## src/rtl/hw_shift_pkg.sv

```systemverilog
package hw_shift_pkg;
   typedef enum logic [1:0] {
      SK_LSL  = 2'b00,
      SK_LSR  = 2'b01,
      SK_ASR  = 2'b10,
      SK_RSVD = 2'b11
   } shift_kind_e;

   localparam int FLAG_ZERO = 0;
   localparam int FLAG_NEG  = 1;
   localparam int FLAG_CARRY = 2;
   localparam int FLAG_OVF0 = 3;
   localparam int FLAG_OVF1 = 4;
   localparam int FLAG_W    = 5;
endpackage

```

## src/rtl/hw_half_shifter.sv

```systemverilog
module hw_half_shifter #(
   parameter int HALF_W = 16,
   parameter int AMT_W  = 4
) (
   input  logic [HALF_W-1:0] din,
   input  logic [1:0]        kind,
   input  logic [AMT_W-1:0]  amt,
   output logic [HALF_W-1:0] dout
);
   import hw_shift_pkg::*;

   initial begin
      if ((1 << AMT_W) > HALF_W)
         $error("hw_half_shifter: AMT_W too wide for HALF_W");
   end

   // Logarithmic barrel: one stage per amount bit.
   logic [HALF_W-1:0] stage [0:AMT_W];
   logic              go_left;
   logic              fill;

   always_comb begin
      go_left = (kind == SK_LSL) || (kind == SK_RSVD);
      fill    = (kind == SK_ASR) ? din[HALF_W-1] : 1'b0;
   end

   assign stage[0] = din;

   for (genvar s = 0; s < AMT_W; s++) begin : g_stage
      localparam int SH = 1 << s;
      logic [HALF_W-1:0] moved;
      always_comb begin
         if (go_left) moved = {stage[s][HALF_W-1-SH:0], {SH{1'b0}}};
         else         moved = {{SH{fill}}, stage[s][HALF_W-1:SH]};
      end
      assign stage[s+1] = amt[s] ? moved : stage[s];
   end

   assign dout = stage[AMT_W];
endmodule

```

## src/rtl/hw_shift_flags.sv

```systemverilog
module hw_shift_flags #(
   parameter int HALF_W = 16,
   parameter int FLAG_W = 5
) (
   input  logic [HALF_W-1:0] res,
   output logic [FLAG_W-1:0] nxt_flags
);
   import hw_shift_pkg::*;

   initial begin
      if (FLAG_W != hw_shift_pkg::FLAG_W)
         $error("hw_shift_flags: FLAG_W mismatch");
   end

   always_comb begin
      nxt_flags             = '0;
      nxt_flags[FLAG_ZERO]  = (res == '0);
      nxt_flags[FLAG_NEG]   = res[HALF_W-1];
   end
endmodule

```

## src/rtl/hw_shift_unit.sv

```systemverilog
module hw_shift_unit #(
   parameter int WORD_W = 32,
   parameter int AMT_IN_W = 5
) (
   input  logic                      clk,
   input  logic                      rst,
   input  logic                      op_valid,
   input  logic [WORD_W-1:0]         src_word,
   input  logic                      src_hi,
   input  logic                      dst_hi,
   input  logic [1:0]                shift_kind,
   input  logic [AMT_IN_W-1:0]       shift_amt,
   output logic [WORD_W-1:0]         dst_word,
   output logic [hw_shift_pkg::FLAG_W-1:0] flags
);
   import hw_shift_pkg::*;

   localparam int HALF_W = WORD_W / 2;
   localparam int AMT_W  = $clog2(HALF_W);

   initial begin
      if (WORD_W % 2 != 0) $error("hw_shift_unit: WORD_W must be even");
      if (AMT_IN_W < AMT_W) $error("hw_shift_unit: shift_amt too narrow");
   end

   logic [HALF_W-1:0] src_half;
   logic [HALF_W-1:0] shifted;
   logic [FLAG_W-1:0] nxt_flags;

   assign src_half = src_hi ? src_word[WORD_W-1:HALF_W] : src_word[HALF_W-1:0];

   hw_half_shifter #(.HALF_W(HALF_W), .AMT_W(AMT_W)) u_shifter (
      .din  (src_half),
      .kind (shift_kind),
      .amt  (shift_amt[AMT_W-1:0]),
      .dout (shifted)
   );

   hw_shift_flags #(.HALF_W(HALF_W), .FLAG_W(FLAG_W)) u_flags (
      .res       (shifted),
      .nxt_flags (nxt_flags)
   );

   always_ff @(posedge clk) begin
      if (rst) begin
         dst_word <= '0;
         flags    <= '0;
      end else if (op_valid) begin
         if (dst_hi) dst_word[WORD_W-1:HALF_W] <= shifted;
         else        dst_word[HALF_W-1:0]      <= shifted;
         flags <= nxt_flags;
      end
   end

   a_r9_no_overflow: assert property (@(posedge clk) disable iff (rst)
      flags[FLAG_W-1:FLAG_CARRY] == '0);

   a_r6_other_half_kept: assert property (@(posedge clk) disable iff (rst)
      op_valid && !dst_hi |=> dst_word[WORD_W-1:HALF_W] == $past(dst_word[WORD_W-1:HALF_W]));

   a_r6_low_half_kept: assert property (@(posedge clk) disable iff (rst)
      op_valid && dst_hi |=> dst_word[HALF_W-1:0] == $past(dst_word[HALF_W-1:0]));

   a_r10_idle_hold: assert property (@(posedge clk) disable iff (rst)
      !op_valid |=> $stable(dst_word) && $stable(flags));

   a_r7_zero_flag: assert property (@(posedge clk) disable iff (rst)
      op_valid && dst_hi |=> flags[FLAG_ZERO] == (dst_word[WORD_W-1:HALF_W] == '0));

   a_r8_neg_flag: assert property (@(posedge clk) disable iff (rst)
      op_valid && !dst_hi |=> flags[FLAG_NEG] == dst_word[HALF_W-1]);

   a_r4_pass: assert property (@(posedge clk) disable iff (rst)
      op_valid && shift_amt[AMT_W-1:0] == '0 && !src_hi && !dst_hi
      |=> dst_word[HALF_W-1:0] == $past(src_word[HALF_W-1:0]));
endmodule

```

## config.mk

```make
export PLATFORM = sky130hd
export DESIGN_NAME = hw_shift_unit
export DESIGN_NICKNAME = d
export VERILOG_FILES = /design/src/rtl/hw_shift_pkg.sv /design/src/rtl/hw_half_shifter.sv /design/src/rtl/hw_shift_flags.sv /design/src/rtl/hw_shift_unit.sv
export SDC_FILE = /design/constraint.sdc
export NUM_CORES = 1
export LEC_CHECK = 0
export BUFFER_PORTS_ARGS = -buffer_cell sky130_fd_sc_hd__buf_2
export CORE_MARGIN = 4
export CORE_UTILIZATION = 25
export CTS_CLUSTER_DIAMETER = 40
export DETAILED_ROUTE_END_ITERATION = 16
export GPL_TIMING_DRIVEN = 0
export HOLD_SLACK_MARGIN = 0.06
export PLACE_DENSITY = 0.47
export REMOVE_ABC_BUFFERS = 1
export SETUP_SLACK_MARGIN = 0.5
export SLEW_MARGIN = 20
export SYNTH_ARGS = -nofsm -noshare
export SYNTH_HDL_FRONTEND = slang
export SYNTH_SLANG_ARGS = --single-unit
```

## constraint.sdc

```tcl
create_clock -name clk -period 6.3 [get_ports clk]
set_input_delay 0.315 -clock clk [delete_from_list [all_inputs] [get_ports clk]]
set_output_delay 0.315 -clock clk [all_outputs]
set_load 0.02 [all_outputs]
```

==> impl_metrics.tcl <==
set metrics [dict create \
    antenna_found_initial 0 \
    ys_async_sr_fraction 0 \
    grt_pass1_wl_um 20500 \
    startpoint_type "primary input" \
    hp-start "op_valid" \
    vias 3856 \
    p_leak_nw 1.62 \
    hold-worst-slack_ns 0.405 \
    hp-class "primary input to flop" \
    hold_depth 3 \
    die_h_um 127 \
    place_ws_ns 2.45 \
    core_sq_mm 0.0139 \
    synth_area_leaders "dfxtp_1, mux2i_1, nand2_1" \
    grt_use_total 0.155 \
    drt_iter0_markers 364 \
    rr_endpoint "dst_word[6]" \
    skew_ns 0 \
    pin_count 81 \
    hpwl_um 9850 \
    synth_most_common_cell "nand2_1" \
    area_growth_pct 16.5 \
    synth_top_flop_cell "dfxtp_1" \
    reg2regPathDepth 2 \
    hold-path-endpoint "flags[1]" \
    synth.distinct_cells 72 \
    hold_violations 0 \
    tightest_slew_ns 0.992 \
    drc 0 \
    place_congestion 0.930 \
    cts_tree "built" \
    synth_edf_count 0 \
    num_rows 43 \
    cts_made_buffers 5 \
    ctsHoldBuffers 0 \
    grt_pass1_vias 3800 \
    setup_violations 0 \
    path_clk_slew_ns 0.05 \
    antenna_left 0 \
    ys_ff_latch 34 \
    cts_resized 0 \
    htree_levels 2 \
    initial_utilization 0.255 \
    final_area_sq_mm 0.00413 \
    synthTopCellsByCount "nand2_1, nor2_1, dfxtp_1" \
    critPathCaptureType "flop" \
    min_period_ns 3.60 \
    placed_area_sq_mm 0.00398 \
    grt_start_max_net_pins 47 \
    yosysSeqAreaShare 0.192 \
    portBuffers 76 \
    clockBufferDepth 2 \
    worstSetupPathType "primary input to flop" \
    rsz0062_at_grt "false" \
    antenna_cells 0 \
    slew_violations 0 \
    ys.warnings.count 0 \
    drive_above_1_share 0.255 \
    num-nets-final 545 \
    power.density_mw_per_mm2 192 \
    crit_path_max_fanout 46 \
    dr.pass1.iters 8 \
    dieArea_sq_mm 0.0161 \
    wl_per_cell_um 18.9 \
    avgViaCountPerCell 5.66 \
    outcome "finished clean" \
    clk_latency_ns 0.27 \
    root_buffer "clkbuf_16" \
    syn_avg_cell_area_sq_um 7.81 \
    synth_area_sq_mm 0.00354 \
    slew_headroom 0.339 \
    die_x_um 127 \
    cp.arrival_ns 3.78 \
    worst_slack_ns 2.70 \
    fin_crit_sh 0.571 \
    yosys.area.top_type "dfxtp_1" \
    finalSetupTns_ns 0 \
    drt_wl_total_um 12900 \
    r2r_start "dst_word[6]" \
    regToRegSetupSlack_ns 5.58 \
    netlist_instances 454 \
    fmax_ghz 0.278 \
    grt_overflow_total 0 \
    n_fill_cell 1532 \
    ir_drop_mv 0.0988 \
    crit_required_ns 6.48 \
    post_cts_buffers 0 \
    max_cap_violations 0 \
    power.total_uw 791 \
    synth_top_area_frac 0.192 \
    clock_sinks 34 \
]
## cells in the final DEF (no fill, tap or decap), types with 6 or more instances in the layout
master,n
buf_2,76
nand2_1,62
nor2_1,45
dfxtp_1,34
mux2i_1,27
a21oi_1,26
a211oi_1,21
o21ai_0,15
mux2_2,13
nand2b_1,12
o22ai_1,10
nor3_1,8
nor2b_1,7
mux4_2,7
and2_1,6
o32ai_1,6
a31oi_1,6
nand3_1,6
or3_1,6
## worst max-delay path by stage
stage | depth (start not counted) | to | start
floorplan | 9 | flags[0] | shift_kind[0]
finish | 8 | flags[0] | shift_amt[0]
CTS | 8 | flags[0] | shift_amt[0]
global route | 9 | flags[0] | shift_amt[0]
detailed placement | 8 | flags[0] | shift_amt[0]
global placement | 11 | flags[0] | shift_kind[0]
## area by class of cell
| class | count | area, sq um | share of cell area |
|---|---|---|---|
| inverters | 6 | 22.5 | 0.00545 |
| repair buffers | 78 | 412 | 0.0997 |
| flip-flops and latches | 34 | 681 | 0.165 |
| multi-input cells | 375 | 2640 | 0.640 |
| clock inverters | 1 | 5.00 | 0.00121 |
| clock buffers | 7 | 143 | 0.0345 |
| well taps | 180 | 225 | 0.0545 |
## worst max-delay path, stage by stage
cell and delay (ns):
buf_2 0.65, clkinv_1 0.75, or3_1 0.54, a22oi_1 0.41
nand2_1 0.09, and3_1 0.25, or4b_1 0.52, o32ai_2 0.21
## stage by stage
step,util,instances
floorplan,-,415
global placement,0.284,671
detailed placement,0.287,673
CTS,0.298,681
global route,0.298,681
finish,0.298,681
## power by group
part	total (mW)	switching (mW)	internal, mW
clock	0.239	0.0828	0.156
sequential	0.236	0.00678	0.229
combinational	0.316	0.198	0.118
## flip-flops by register name, summed over array words and instances, names as in the netlist
name	count
flags	2
dst_word	32
## per-layer routing
layer  global-route usage  wire length, um  part of all wire  vias up
met2                0.248             6040              0.47      146
met1                0.213             5660              0.44     1865
met5                    0                0                 0        -
met4               0.0461              427             0.033        0
li1                     -                -                 -     1815
met3               0.0293              770             0.060       30
## cell families after synthesis
kind of cell / after synthesis / share of synthesized area
other cells: 1 / 0.00106
mux: 54 / 0.203
compound gates: 136 / 0.285
buf+inv: 47 / 0.0660
flops: 34 / 0.192
simple gates: 181 / 0.250
fa+ha+maj: 1 / 0.00353
No activity file was read; power rests on OpenSTA's default activity.
